## src/rtl/pirq_pkg.sv

```systemverilog
package pirq_pkg;
   localparam int unsigned SRC_COUNT   = 32;
   localparam int unsigned BUS_WIDTH   = 32;
   localparam int unsigned OFFSET_BITS = 4;
   // Positions 10 (serial tx done) and 11 (serial rx done) are sticky.
   localparam logic [SRC_COUNT-1:0] STICKY_DEFAULT = 32'h0000_0C00;
   localparam logic [OFFSET_BITS-1:0] STATUS_OFFSET = 4'h0;
   localparam logic [OFFSET_BITS-1:0] ENABLE_OFFSET = 4'h4;
endpackage

```

## src/rtl/pirq_sticky_bit.sv

```systemverilog
module pirq_sticky_bit (
   input  logic clk,
   input  logic rst_n,
   input  logic line_in,
   input  logic clr_req,
   output logic flag_q
);
   logic line_d;

   // Previous line level. It has no reset so that a line held high through reset gives no edge.
   always_ff @(posedge clk) begin
      line_d <= line_in;
   end

   logic edge_seen;
   assign edge_seen = line_in & ~line_d;

   always_ff @(posedge clk or negedge rst_n) begin
      if (!rst_n) begin
         flag_q <= 1'b0;
      end else if (edge_seen) begin
         flag_q <= 1'b1;             // a new event takes priority over a clear
      end else if (clr_req) begin
         flag_q <= 1'b0;
      end
   end
endmodule

```

## src/rtl/pirq_status_bank.sv

```systemverilog
module pirq_status_bank #(
   parameter int unsigned NUM_SRC = 32,
   parameter logic [NUM_SRC-1:0] STICKY_MASK = '0
) (
   input  logic               clk,
   input  logic               rst_n,
   input  logic [NUM_SRC-1:0] src_in,
   input  logic [NUM_SRC-1:0] clr_bits,
   output logic [NUM_SRC-1:0] status_vec
);
   for (genvar i = 0; i < NUM_SRC; i++) begin : g_bit
      if (STICKY_MASK[i]) begin : g_sticky
         pirq_sticky_bit u_cell (
            .clk     (clk),
            .rst_n   (rst_n),
            .line_in (src_in[i]),
            .clr_req (clr_bits[i]),
            .flag_q  (status_vec[i])
         );
      end else begin : g_level
         logic unused_clr;
         assign unused_clr    = clr_bits[i];
         assign status_vec[i] = src_in[i];
      end
   end
endmodule

```

## src/rtl/pirq_enable_reg.sv

```systemverilog
module pirq_enable_reg #(
   parameter int unsigned NUM_SRC = 32
) (
   input  logic               clk,
   input  logic               rst_n,
   input  logic               load,
   input  logic [NUM_SRC-1:0] load_val,
   output logic [NUM_SRC-1:0] enable_q
);
   always_ff @(posedge clk or negedge rst_n) begin
      if (!rst_n) begin
         enable_q <= '0;
      end else if (load) begin
         enable_q <= load_val;
      end
   end
endmodule

```

## src/rtl/pirq_lowest_enc.sv

```systemverilog
module pirq_lowest_enc #(
   parameter int unsigned WIDTH = 32,
   localparam int unsigned IDX_W = $clog2(WIDTH)
) (
   input  logic [WIDTH-1:0] vec,
   output logic             any,
   output logic [IDX_W-1:0] idx
);
   always_comb begin
      idx = '0;
      for (int i = WIDTH - 1; i >= 0; i--) begin
         if (vec[i]) begin
            idx = IDX_W'(i);
         end
      end
   end

   assign any = |vec;
endmodule

```

## src/rtl/pirq_aggregator.sv

```systemverilog
module pirq_aggregator
   import pirq_pkg::*;
#(
   parameter int unsigned NUM_SRC = SRC_COUNT,
   parameter int unsigned DATA_W  = BUS_WIDTH,
   parameter int unsigned ADDR_W  = OFFSET_BITS,
   parameter logic [NUM_SRC-1:0] STICKY_MASK = STICKY_DEFAULT,
   parameter logic [ADDR_W-1:0]  STS_OFF = STATUS_OFFSET,
   parameter logic [ADDR_W-1:0]  ENA_OFF = ENABLE_OFFSET,
   localparam int unsigned IDX_W = $clog2(NUM_SRC)
) (
   input  logic              clk,
   input  logic              rst_n,
   input  logic [NUM_SRC-1:0] src_in,
   input  logic              bus_sel,
   input  logic              bus_wr,
   input  logic [ADDR_W-1:0] bus_addr,
   input  logic [DATA_W-1:0] bus_wdata,
   output logic [DATA_W-1:0] bus_rdata,
   output logic              irq_req,
   output logic              pend_valid,
   output logic [IDX_W-1:0]  pend_idx
);
   // Elaboration-time parameter checks
   if (NUM_SRC < 2) begin : g_err_src
      $error("NUM_SRC must be at least 2");
   end
   if (NUM_SRC > DATA_W) begin : g_err_width
      $error("NUM_SRC must not exceed DATA_W");
   end
   if (STS_OFF == ENA_OFF) begin : g_err_off
      $error("status and enable offsets must differ");
   end

   logic               hit_sts, hit_ena, wr_sts, wr_ena, rd_en;
   logic [NUM_SRC-1:0] wdata_src;
   logic [NUM_SRC-1:0] clr_bits;
   logic [NUM_SRC-1:0] status_vec;
   logic [NUM_SRC-1:0] enable_vec;
   logic [NUM_SRC-1:0] pending_vec;

   assign hit_sts   = (bus_addr == STS_OFF);
   assign hit_ena   = (bus_addr == ENA_OFF);
   assign wr_sts    = bus_sel & bus_wr & hit_sts;
   assign wr_ena    = bus_sel & bus_wr & hit_ena;
   assign rd_en     = bus_sel & ~bus_wr;
   assign wdata_src = bus_wdata[NUM_SRC-1:0];
   assign clr_bits  = wr_sts ? (wdata_src & STICKY_MASK) : '0;

   if (DATA_W > NUM_SRC) begin : g_pad
      logic unused_hi;
      assign unused_hi = ^bus_wdata[DATA_W-1:NUM_SRC];
   end

   pirq_status_bank #(
      .NUM_SRC     (NUM_SRC),
      .STICKY_MASK (STICKY_MASK)
   ) u_status (
      .clk        (clk),
      .rst_n      (rst_n),
      .src_in     (src_in),
      .clr_bits   (clr_bits),
      .status_vec (status_vec)
   );

   pirq_enable_reg #(
      .NUM_SRC (NUM_SRC)
   ) u_enable (
      .clk      (clk),
      .rst_n    (rst_n),
      .load     (wr_ena),
      .load_val (wdata_src),
      .enable_q (enable_vec)
   );

   assign pending_vec = status_vec & enable_vec;

   pirq_lowest_enc #(
      .WIDTH (NUM_SRC)
   ) u_enc (
      .vec (pending_vec),
      .any (pend_valid),
      .idx (pend_idx)
   );

   assign irq_req = pend_valid;

   always_comb begin
      bus_rdata = '0;
      if (rd_en && hit_sts) begin
         bus_rdata = DATA_W'(status_vec);
      end else if (rd_en && hit_ena) begin
         bus_rdata = DATA_W'(enable_vec);
      end
   end
endmodule

```

## config.mk

```make
export PLATFORM = sky130hd
export DESIGN_NAME = pirq_aggregator
export DESIGN_NICKNAME = d
export VERILOG_FILES = /design/src/rtl/pirq_pkg.sv /design/src/rtl/pirq_sticky_bit.sv /design/src/rtl/pirq_status_bank.sv /design/src/rtl/pirq_enable_reg.sv /design/src/rtl/pirq_lowest_enc.sv /design/src/rtl/pirq_aggregator.sv
export SDC_FILE = /design/constraint.sdc
export NUM_CORES = 1
export LEC_CHECK = 0
export CAP_MARGIN = 20
export CORE_MARGIN = 2
export CORE_UTILIZATION = 38
export DETAILED_ROUTE_END_ITERATION = 7
export PLACE_DENSITY_LB_ADDON = 0.3
export REMOVE_ABC_BUFFERS = 1
export SETUP_SLACK_MARGIN = 0.3
export SLEW_MARGIN = 15
export SYNTH_ARGS = -nofsm -noshare
export SYNTH_HDL_FRONTEND = slang
export SYNTH_SLANG_ARGS = --single-unit
```

## constraint.sdc

```tcl
create_clock -name clk -period 1.7 [get_ports clk]
set_clock_uncertainty 0.05 [all_clocks]
set_input_delay 0.255 -clock clk [delete_from_list [all_inputs] [get_ports clk]]
set_output_delay 0.255 -clock clk [all_outputs]
set_load 0.02 [all_outputs]
```

# Yosys cells after proc, flatten, opt, wreduce, memory -nomap -nowiden
# Cells that the tools add are included.
# word_totals
output_inout_bits,39
regBits,36
# classes
n_eq_ne,1
mux,39
reduce_logical,6
bitwise,10
# ops
cell,count
two-way mux 5 bit,32
two-way mux 32 bit,2
AND 32 bit,1
OR reduction 32 bit,1
two-way mux 12 bit,1
AND 1 bit,6
"== test 4 x 3 -> 1 bit, second input constant",1
zero test 4 bit,1
two-way mux 1 bit,4
nonzero test 2 bit,2
inverter 1 bit,3
logical AND 1 bit,2

# Depth between registers and ports, before layout
# Gate-level depths: netlist of the first run.
# depth
depth_word,33
mapped_depth,6
mapped_depth_nobuf,5

# Modules after synthesis
# Synthesis of the first run repeated with hierarchy kept, for this count alone.
# unflattened
hier_cells,289
hier_area_um2,3086.7
# modules_own_cells
module,seq_area_each_um2,cells_per_inst,instances,area_each_um2
pirq_enable_reg,800.8,68,1,1345.0
pirq_aggregator,0.0,116,1,1001.0
pirq_lowest_enc,0.0,65,1,385.4
pirq_status_bank,0.0,30,1,225.2
pirq_sticky_bit,45.0,5,2,65.1

# Worst setup path after synthesis of the first run
# No wires, ideal clock.
# synth_path
path_type,register -> output
start,register u_enable.enable_q[6]
end,output pend_idx[4]
t_arrival_ns,1.644
slack_ns,-0.249
n_path_buf,0
stages_incl_launch_ff,6
path_cell_list,dfrtp_1 and2_1 a21o_1 nor2_1 nand2_1 nor4_1
# synth_between
elab_chain_cells,8
# synth_lines
item,line,text
from (decl),pirq_enable_reg.sv:8,output logic [NUM_SRC-1:0] enable_q
from (signal assigned),pirq_enable_reg.sv:14,enable_q <= load_val;
AND 32 bit,pirq_aggregator.sv:76,assign pending_vec = status_vec & enable_vec;
two-way mux 5 bit (7 in series),pirq_lowest_enc.sv:12,if (vec[i]) begin
to (decl),pirq_aggregator.sv:22,output logic [IDX_W-1:0] pend_idx
# No other way between the ends.

# Worst setup path in the final report of the first run
# layout_path
start,register u_enable.enable_q[27]
end,output pend_idx[0]
# layout_between
elab_chain_cells,29
# layout_lines
item,line
AND 32 bit,pirq_aggregator.sv:76
two-way mux 5 bit (28 in series),pirq_lowest_enc.sv:12
# No other way between the ends.

==> results of run 1 <==
-- flip-flops by register name, summed over array words and instances, names as in the netlist --
register / flops
u_enable.enable_q: 32
u_status.g_bit.g_sticky.u_cell.line_d: 2
u_status.g_bit.g_sticky.u_cell.flag_q: 2
-- per-layer routing --
layer | share of wire [%] | wire length, um | vias up
met4 | 3.9 | 384 | 0
met2 | 51 | 5054 | 146
met1 | 38 | 3786 | 1370
met3 | 7.4 | 733 | 34
li1 | - | - | 1264
met5 | 0 | 0 | -
-- cell usage in the layout (no fill, tap or decap), types with 3 or more instances in the layout --
cell	count
sky130_fd_sc_hd__clkdlybuf4s50_1	59
sky130_fd_sc_hd__buf_6	57
sky130_fd_sc_hd__o21ai_1	3
sky130_fd_sc_hd__nand4_1	3
sky130_fd_sc_hd__a22o_1	36
sky130_fd_sc_hd__dfrtp_1	34
sky130_fd_sc_hd__a21oi_2	3
sky130_fd_sc_hd__a22oi_2	3
sky130_fd_sc_hd__nor2_1	4
sky130_fd_sc_hd__nand3_1	7
sky130_fd_sc_hd__buf_4	80
sky130_fd_sc_hd__dlygate4sd2_1	7
sky130_fd_sc_hd__a32o_1	4
sky130_fd_sc_hd__clkbuf_8	7
sky130_fd_sc_hd__buf_12	10
sky130_fd_sc_hd__mux2_4	32
sky130_fd_sc_hd__buf_8	6
sky130_fd_sc_hd__buf_16	4
sky130_fd_sc_hd__nand2_1	33
sky130_fd_sc_hd__a31oi_1	3
-- what timing repair did --
action                                  in CTS  in global routing
gates cloned                                 6                  1
gates resized for setup                    294                 21
pin swaps                                   34                 22
setup buffers                               31                  8
endpoints found under the setup margin      71                 71
-- power groups by stage --
| stage | Sequential, mW | Combinational, mW | Clock (mW) |
|---|---|---|---|
| final | 1.12 | 1.65 | 0.849 |
| after global routing | 1.14 | 1.75 | 0.899 |
| after CTS | 1.10 | 1.53 | 0.861 |
| after detailed placement | 1.11 | 1.45 | 0 |
| after global placement | 1.11 | 1.42 | 0 |
| after floorplan | 1.13 | 0.628 | 0 |
-- stage by stage --
stage               hold slack [ps]  instance area [um2]
floorplan                    -90.59                 2236
global placement              320.8                 3988
detailed placement            336.7                 3988
CTS                           11.63                 4693
global route                  48.28                 4868
finish                       -4.056                 4868
-- Yosys cell counts (2+ instances only) --
library cell,count,area share [%]
sky130_fd_sc_hd__a32o_1,4,1.7
sky130_fd_sc_hd__dfrtp_1,34,36
sky130_fd_sc_hd__o2111ai_1,2,0.74
sky130_fd_sc_hd__inv_1,2,0.32
sky130_fd_sc_hd__o21ai_0,4,0.85
sky130_fd_sc_hd__dfxtp_1,2,1.7
sky130_fd_sc_hd__buf_6,4,1.9
sky130_fd_sc_hd__buf_12,3,2.5
sky130_fd_sc_hd__mux2_4,30,19
sky130_fd_sc_hd__nand3_1,7,1.5
sky130_fd_sc_hd__mux2_2,2,0.95
sky130_fd_sc_hd__nand4_1,3,0.79
sky130_fd_sc_hd__nor2_1,7,1.1
sky130_fd_sc_hd__a31oi_1,3,0.79
sky130_fd_sc_hd__nand2_1,35,5.6
sky130_fd_sc_hd__and2_1,2,0.53
sky130_fd_sc_hd__a22o_1,36,13
sky130_fd_sc_hd__a22oi_1,4,1.3
sky130_fd_sc_hd__buf_2,3,0.64
sky130_fd_sc_hd__a21oi_1,4,0.85
sky130_fd_sc_hd__and3_1,2,0.53
sky130_fd_sc_hd__a21boi_0,2,0.64
-- cell families (layout without fill, tap and decap cells) --
kind of cell           count (synthesis)  count (layout)  synth area share [%]
muxes                                 32              32                 20.01
AOI/OAI and AO/OA                     68              68                 23.45
DFF                                   36              36                 37.69
buffers and inverters                 13             237                 5.717
and+or+nand+nor                       62              62                 13.13
-- path summary, 6_finish.rpt --
check	endpoint	cells past startpoint	from
worst max-delay path	pend_idx[0]	7	u_enable.enable_q[27]
worst min-delay path	u_enable.enable_q[29]	1	rst_n
worst max register to register	u_enable.enable_q[29]	2	u_enable.enable_q[29]
worst min register to register	u_status.g_bit[11].g_sticky.u_cell.flag_q	1	u_status.g_bit[11].g_sticky.u_cell.line_d
max in group asynchronous	u_enable.enable_q[2]	1	rst_n
min in group clk	u_status.g_bit[11].g_sticky.u_cell.flag_q	1	u_status.g_bit[11].g_sticky.u_cell.line_d
-- area by class of cell --
cell class | instances | area, um2
Clock buffer | 7 | 96.34
Timing Repair Buffer | 227 | 2335
Inverter | 2 | 7.507
Multi-Input combinational cell | 162 | 1415
Clock inverter | 1 | 30.03
Sequential cell | 36 | 890.9
Tap cell | 75 | 93.84
Fill cell | 372 | 1087
-- worst max-delay path, cell delays in order (launching register included) --
cell and delay (ps):
sky130_fd_sc_hd__dfrtp_1 430, sky130_fd_sc_hd__buf_4 160, sky130_fd_sc_hd__a22o_1 230, sky130_fd_sc_hd__a31oi_1 150, sky130_fd_sc_hd__o2111ai_1 160, sky130_fd_sc_hd__a2111oi_2 340, sky130_fd_sc_hd__nor2_1 100, sky130_fd_sc_hd__buf_4 170
==> results.md, run 1 <==
- Clk Latency, worst-skew pair: about 300 ps
- Vias per cell: around 5.5
- Busiest grt layer: met2
- Die Width: 82.87 um
- Initial Util: 39.68%
- Transition time at the pin with the least slew margin: 817.3 ps
- Pin count of the biggest net entering global routing: 35
- Warnings, synthesis: 0
- GR met1 Demand/Resource: a little under a third
- Placed instance count: roughly 460
- Gp weighted congestion: between 0.8 and 0.9
- Maximum fanout along the worst path: 3
- Wire per inst: slightly below 20 um
- Utilization of the core after routing: 81.74%
- Via count of the first global-routing pass: 2951
- Number of buffer cells added on primary ports: 110
- CP Data Required Time: around 1400 ps
- Clock network fraction of design power: a little under a quarter
- CTS Root Cell: sky130_fd_sc_hd__clkbuf_8
- Final cell count without fillers: 510
- Number of design rule violations left after detail routing: 0
- Global-route wire length before repair: 15080 um
- Top_reg_cell synth: sky130_fd_sc_hd__dfrtp_1
- Post-Syn Area per Cell: 11.20 um2
- Power dissipated by switching net loads: 1.122 mW
- Level count of the clock H-tree: 2
- Cell variety after synth: 38
- Count of nets left with antenna violations after detail routing: 0
- Sequential power share: a little under a third
- Floorplan row count: 28
- Max Fclk: 427.1 MHz
- CTS Hold Bufs: 0
- Setup total negative slack: -13710 ps
- Cells after synthesis: 211
- Post-Synthesis Cell Area: 0.002364 mm2
- Largest vdd supply drop: approximately 0.58 mV
- Part of the power in combinational logic: 45.5%
- Routed wire length: 9959 um
- Register-to-register path setup slack: 680 ps
- GRT overflow: 0
- Headroom to the max-slew limit: around 46%
- Final-report setup violation count: 71
- Met2 global-route usage: roughly half
- Clock buffer count from CTS: 5
- TritonCTS clock tree: built
- Number of antenna violations at the first check in global routing: 0
- Final clock period utilization by the worst path: 137.7%
- Detailed-route via count: 2814
- Capturing element type of the critical path: output port
- Data arrival time of the worst path: ~2000 ps
- Proportion of synthesized flip-flops having asynchronous set or reset: 94.44%
- Die height: 82.87 um
- Number of failing hold endpoints at the final stage: 9
- Leak: between 2 and 2.5 nW
- Worst hold slack after final layout: -4.056 ps
- Ports: 111
- Worst path setup slack after routing: -641.4 ps
- Routing usage on met3: ~7.6%
- Number of max-cap violations: 0
- Critical setup path kind: reg2out
- Startpoint type of the worst setup path: flip-flop
- Total power density per cell area: 742.3 mW/mm2
- Fraction of layout cells with a size suffix above 1: 50.34%
- NumNets Final: 506
- Clock-pin slew on the worst setup and hold paths: 70 ps
- RSZ-0062 raised after global routing: yes
- Outcome: complete, but fails checks
- Min Tclk post-route: about 2300 ps
- Syn-to-layout area delta: 106.0%
- Count of flip-flops with a built-in enable after synthesis: 0
- Sequential element share of the synthesized area: 37.69%
- Final count of pins violating max slew: 0
- Initial DRT Pass Iterations: 4
- Iter 0 DRT Violations: ~130
- Inserted Diodes: 0
- Die area: 0.006867 mm2
- Worst-case setup slack after placement: -947.2 ps
- Number of clock sinks seen by CTS: 36
- Core area: 0.005956 mm2
- Switching share of total power: 31.04%
- Failing checks: negative hold slack, negative setup slack
- HPWL after detailed placement: between 5000 and 6000 um
- Class of the tightest hold or removal check: in2async
- Flip-flop and latch count after synthesis: 36
- Max Buffers Root-to-Sink: 2
- Total global routing track utilization: between 20% and 30%
- Internal cell power: 2.492 mW
- Total power consumption of the routed design: 3.614 mW
Power figures use the tool's default switching activity.
==> inputs of run 2 (changes only) <==
CORE_UTILIZATION = 41   (was 38)
SYNTH_HIERARCHICAL = 1   (was not set)
==> results.md, run 2 <==
- Placed instance count: slightly above 500
- Number of max-cap violations: 0
- Worst-case setup slack after placement: -1048 ps
- Internal cell power: 2.588 mW
- Via count of the first global-routing pass: 3018
- Final cell count without fillers: 560
- Worst path setup slack after routing: -681.1 ps
- Transition time at the pin with the least slew margin: 472.0 ps
- Routed wire length: around 11000 um
- Routing usage on met3: 4.758%
- HPWL after detailed placement: 6256 um
- Number of antenna violations at the first check in global routing: 0
- GR met1 Demand/Resource: 31.19%
- Ports: 111
- GRT overflow: 0
- Die Width: between 90 and 100 um
- Number of flip-flops under the largest register name: 32
- Number of design rule violations left after detail routing: 0
- Iter 0 DRT Violations: 131
- Gp weighted congestion: 0.9225
- Class of the tightest hold or removal check: reg2reg
- TritonCTS clock tree: built
- Largest vdd supply drop: 0.4661 mV
- Biggest register: u_enable/enable_q
- Number of failing hold endpoints at the final stage: 0
- Level count of the clock H-tree: 2
- Clock-pin slew on the worst setup and hold paths: approximately 70 ps
- Inserted Diodes: 0
- Clk Latency, worst-skew pair: just under 300 ps
- Utilization of the core after routing: 76.51%
- CP Data Required Time: between 1000 and 1500 ps
- Leak: 2.624 nW
- Total power density per cell area: 715.4 mW/mm2
- Die height: 90.72 um
- Total power consumption of the routed design: 3.970 mW
- Busiest grt layer: met2
- Total global routing track utilization: between 20% and 30%
- Part of the power in combinational logic: a little over half
- Initial Util: 42.50%
- Wire per inst: 20.19 um
- Number of clock sinks seen by CTS: 36
- Headroom to the max-slew limit: between 60% and 70%
- Number of filler instances in the final layout: between 400 and 500
- Largest registers ranked by flip-flop count: u_enable/enable_q x32, u_status/g_bit.g_sticky.u_cell/flag_q x2, u_status/g_bit.g_sticky.u_cell/line_d x2
- Global-route wire length before repair: 15840 um
- Clock network fraction of design power: between 10% and 20%
- Number of buffer cells added on primary ports: 110
- Fraction of layout cells with a size suffix above 1: 58.57%
- Data arrival time of the worst path: 2080 ps
- RSZ-0062 raised after global routing: yes
- Clock buffer count from CTS: 5
- Power dissipated by switching net loads: roughly 1.4 mW
- Initial DRT Pass Iterations: 4
- CTS Root Cell: sky130_fd_sc_hd__clkbuf_8
- Max Buffers Root-to-Sink: 2
- Startpoint type of the worst setup path: flip-flop
- Most frequent standard cell in the layout excluding fill and tap cells: sky130_fd_sc_hd__buf_4
- Top library cells by usage in the layout, fill and taps aside: sky130_fd_sc_hd__buf_4 (82), sky130_fd_sc_hd__clkdlybuf4s50_1 (54), sky130_fd_sc_hd__buf_6 (39)
- Final count of pins violating max slew: 0
- Post-Syn Area per Cell: 10.70 um2
- Final clock period utilization by the worst path: 140.1%
- NumNets Final: 532
- Cells after synthesis: 288
- Switching share of total power: 34.80%
- Failing checks: negative setup slack
- Detailed-route via count: between 2000 and 3000
- Floorplan row count: 31
- Outcome: complete, but fails checks
- Met2 global-route usage: 42.41%
- Syn-to-layout area delta: 79.99%
- Vias per cell: ~5.3
- Core area: 0.007253 mm2
- Max Fclk: 420.0 MHz
- Pin count of the biggest net entering global routing: 35
- Count of nets left with antenna violations after detail routing: 0
- Critical setup path kind: reg2out
- Sequential power share: 27.8%
- Final-report setup violation count: 71
- Warnings, synthesis: 6
- Post-Synthesis Cell Area: 0.003083 mm2
- Min Tclk post-route: 2381 ps
- Maximum fanout along the worst path: 2
- Capturing element type of the critical path: output port
- Die area: 0.008229 mm2
run 2: worst max-delay path: stages (launching register included):
cell	delay, ps
sky130_fd_sc_hd__dfrtp_1	380
sky130_fd_sc_hd__and2_1	190
sky130_fd_sc_hd__nor3_2	240
sky130_fd_sc_hd__o21a_1	270
sky130_fd_sc_hd__buf_4	150
sky130_fd_sc_hd__o2111ai_1	100
sky130_fd_sc_hd__a221oi_1	250
sky130_fd_sc_hd__buf_4	190
run 2: layer usage:
metal / wire length [um] / part of all wire [%]
met1: 4514 / 40
met4: 393 / 3.5
met5: 0 / 0
met3: 557 / 4.9
met2: 5840 / 52
run 2: final timing paths:
path / from / endpoint / slack [ps] / cells past startpoint
min in group asynchronous: rst_n / u_enable/enable_q[28] / 480 / 3
worst min-delay path: u_status/g_bit[11].g_sticky.u_cell/line_d / u_status/g_bit[11].g_sticky.u_cell/flag_q / 380 / 1
worst min register to register: u_status/g_bit[11].g_sticky.u_cell/line_d / u_status/g_bit[11].g_sticky.u_cell/flag_q / 380 / 1
worst max register to register: u_enable/enable_q[11] / u_enable/enable_q[11] / 620 / 3
worst max-delay path: u_enable/enable_q[8] / pend_idx[0] / -680 / 7
max in group asynchronous: rst_n / u_enable/enable_q[9] / 770 / 3
run 2: per-stage QoR:
| stage | setup TNS (ps) | area [um2] | hold slack (ps) |
|---|---|---|---|
| after global placement | -65710 | 4454 | 267.0 |
| after detailed placement | -66970 | 4454 | 276.3 |
| after global routing | -18440 | 5549 | 391.0 |
| after floorplan | -93680 | 2673 | -90.59 |
| after CTS | -16020 | 5182 | 380.7 |
| final | -16610 | 5549 | 381.1 |
run 2: repair_timing:
| item | in CTS | in global routing |
|---|---|---|
| gates resized for setup | 300 | 69 |
| pin swaps | 46 | 29 |
| endpoints found under the setup margin | 73 | 73 |
| cloned | 8 | 0 |
| endpoints found under the hold margin | 34 | 0 |
| hold buffers | 1 | 0 |
| setup buffers | 17 | 9 |
run 2: final cells by class:
cell class              instances  area, um2  area share, %
well taps                      99      123.9          2.232
inverters                      12      45.04         0.8117
multi-input cells             193       2177          39.23
flip-flops and latches         36      890.9          16.05
clock buffers                   8      100.1          1.804
repair buffers                212       2212          39.86
run 2: power by group through the flow:
stage	Clock, mW	Sequential, mW	Combinational (mW)
after floorplan	0	1.10	0.776
after global placement	0	1.09	1.60
after detailed placement	0	1.10	1.63
after CTS	0.698	1.09	1.81
after global routing	0.745	1.12	2.27
final	0.687	1.10	2.18
==> inputs of run 3 (changes only) <==
clock period = 1.9 ns   (was 1.7 ns; I/O delays follow)
==> results.md, run 3 (synthesized netlist as in run 2, its figures left out) <==
- Iter 0 DRT Violations: between 150 and 200
- Leak: 2.642 nW
- Largest registers ranked by flip-flop count: u_enable/enable_q x32, u_status/g_bit.g_sticky.u_cell/flag_q x2, u_status/g_bit.g_sticky.u_cell/line_d x2
- Class of the tightest hold or removal check: in2async
- Wire per inst: about 20 um
- Failing checks: negative setup slack
- Power dissipated by switching net loads: roughly 1.2 mW
- Headroom to the max-slew limit: 45.15%
- Ports: between 100 and 150
- Critical setup path kind: reg2out
- Number of failing hold endpoints at the final stage: 0
- Clock network fraction of design power: 16.6%
- Pin count of the biggest net entering global routing: 35
- Die height: 90.72 um
- Part of the power in combinational logic: between 50% and 60%
- Floorplan row count: 31
- Number of max-cap violations: 0
- Number of buffer cells added on primary ports: 110
- Number of antenna violations at the first check in global routing: 0
- Total area of multi-input combinational cells: 0.002165 mm2
- Initial Util: 42.50%
- Top library cells by usage in the layout, fill and taps aside: sky130_fd_sc_hd__buf_4 (79), sky130_fd_sc_hd__clkdlybuf4s50_1 (52), sky130_fd_sc_hd__buf_6 (50)
- Source of the worst register-to-register timing path: u_enable/enable_q[16]
- Max Fclk: about 400 MHz
- Die Width: 90.72 um
- Sequential power share: 28.1%
- Final clock period utilization by the worst path: 129.9%
- Final-report setup violation count: 61
- Number of clock sinks seen by CTS: 36
- Die area: 0.008229 mm2
- Number of design rule violations left after detail routing: 0
- Cells on worst reg2reg path: 4
- CP Data Required Time: 1560 ps
- GRT overflow: 0
- Clock-pin slew on the worst setup and hold paths: 80 ps
- Clock buffer count from CTS: 5
- CTS Root Cell: sky130_fd_sc_hd__clkbuf_8
- Total power consumption of the routed design: ~3.5 mW
- Level count of the clock H-tree: 2
- Number of flip-flops under the largest register name: 32
- Worst hold slack after final layout: 33.26 ps
- Gp weighted congestion: ~0.91
- HPWL after detailed placement: between 6000 and 7000 um
- Clk Latency, worst-skew pair: 290 ps
- Count of nets left with antenna violations after detail routing: 0
- Worst path setup slack after routing: -568.6 ps
- Via count of the first global-routing pass: 3139
- Startpoint type of the worst setup path: flip-flop
- Syn-to-layout area delta: 80.60%
- Largest vdd supply drop: 0.3405 mV
- Maximum fanout along the worst path: 3
- Inserted Diodes: 0
- Detailed-route via count: slightly below 3000
- Data arrival time of the worst path: between 2000 and 2500 ps
- Sequential standard cell area: 890.9 um2
- Transition time at the pin with the least slew margin: approximately 820 ps
- Register-to-register path setup slack: 700 ps
- FF-to-FF End: u_enable/enable_q[16]
- Total global routing track utilization: 25.78%
- Vias per cell: 5.213
- Most frequent standard cell in the layout excluding fill and tap cells: sky130_fd_sc_hd__buf_4
- Total power density per cell area: 629.4 mW/mm2
- Global-route wire length before repair: 16570 um
- Number of filler instances in the final layout: about 430
- Biggest register: u_enable/enable_q
- Internal cell power: 2.284 mW
- Core area: ~0.0073 mm2
- NumNets Final: 536
- RSZ-0062 raised after global routing: yes
- Final count of pins violating max slew: 0
- Max Buffers Root-to-Sink: 2
- Switching share of total power: a little over a third
- Min Tclk post-route: ~2500 ps
- Initial DRT Pass Iterations: 5
- Setup total negative slack: -7710 ps
- Fraction of layout cells with a size suffix above 1: 58.92%
- Capturing element type of the critical path: output port
- TritonCTS clock tree: built
- Outcome: complete, but fails checks
- Routed wire length: 11010 um
[run 3: cell count changes in the layout (fill, tap and decap cells not counted), sizes merged]
cell	before	now
dlymetal6s2s	5	3
clkbuf	8	7
dlygate4sd2	5	9
clkdlybuf4s50	54	52
dlygate4sd3	1	0
buf	146	151
clkdlybuf4s15	1	0
clkinv	0	2
[run 3: final cells by class]
class                           count  area share, %
Clock inverter                      2         0.1798
Sequential cell                    36          16.00
Multi-Input combinational cell    193          38.88
Timing Repair Buffer              216          40.43
Inverter                           12         0.8090
Clock buffer                        6          1.483
Tap cell                           99          2.225
[run 3: metrics by stage]
stage	instance area (um2)	setup slack, ps	utilization, %	std cells
final	5568	-568.6	76.76	564
after global routing	5568	-626.5	76.76	564
after CTS	5321	-430.0	73.37	557
after detailed placement	4467	-941.5	61.58	517
after global placement	4467	-872.8	61.58	517
after floorplan	2673	-2255	-	241
[run 3: worst max path at each step]
stage / startpoint / end / slack (ps) / cells after the start
after floorplan: bus_addr[1] / u_enable/enable_q[29] / -2260 / 3
after global placement: bus_addr[1] / bus_rdata[7] / -870 / 5
after detailed placement: src_in[28] / pend_idx[0] / -940 / 8
after CTS: u_enable/enable_q[28] / pend_idx[0] / -430 / 7
after global routing: u_enable/enable_q[28] / pend_idx[0] / -630 / 7
final: u_enable/enable_q[23] / pend_valid / -570 / 5
[run 3: worst max-delay path, stage by stage, from the launching register on]
cell	delay (ps)
sky130_fd_sc_hd__dfrtp_1	390
sky130_fd_sc_hd__and2_4	180
sky130_fd_sc_hd__or4_4	570
sky130_fd_sc_hd__nor3_4	250
sky130_fd_sc_hd__nand4_1	220
sky130_fd_sc_hd__buf_4	230
[run 3: timing repair]
action                     4_1_cts  5_1_grt
resized for setup              329       47
pin swaps                       58       17
cloned                           9        0
buffers inserted                23        7
setup endpoints to repair       73       73
hold buffers                     0        0
[run 3: metal layers]
layer  global-route usage [%]  vias up  wire, um
met2                    45.65      112      5926
met1                    30.79     1459      4243
met5                        0        -         0
met3                    5.175       19       599
met4                    9.359        0       236
li1                         -     1350         -
[run 3: power by group through the flow]
stage | sequential, mW | combinational (mW) | clock, mW
after floorplan | 0.984 | 0.695 | 0
after global placement | 0.977 | 1.44 | 0
after detailed placement | 0.983 | 1.47 | 0
after CTS | 0.975 | 1.73 | 0.595
after global routing | 0.999 | 2.04 | 0.624
final | 0.983 | 1.94 | 0.580
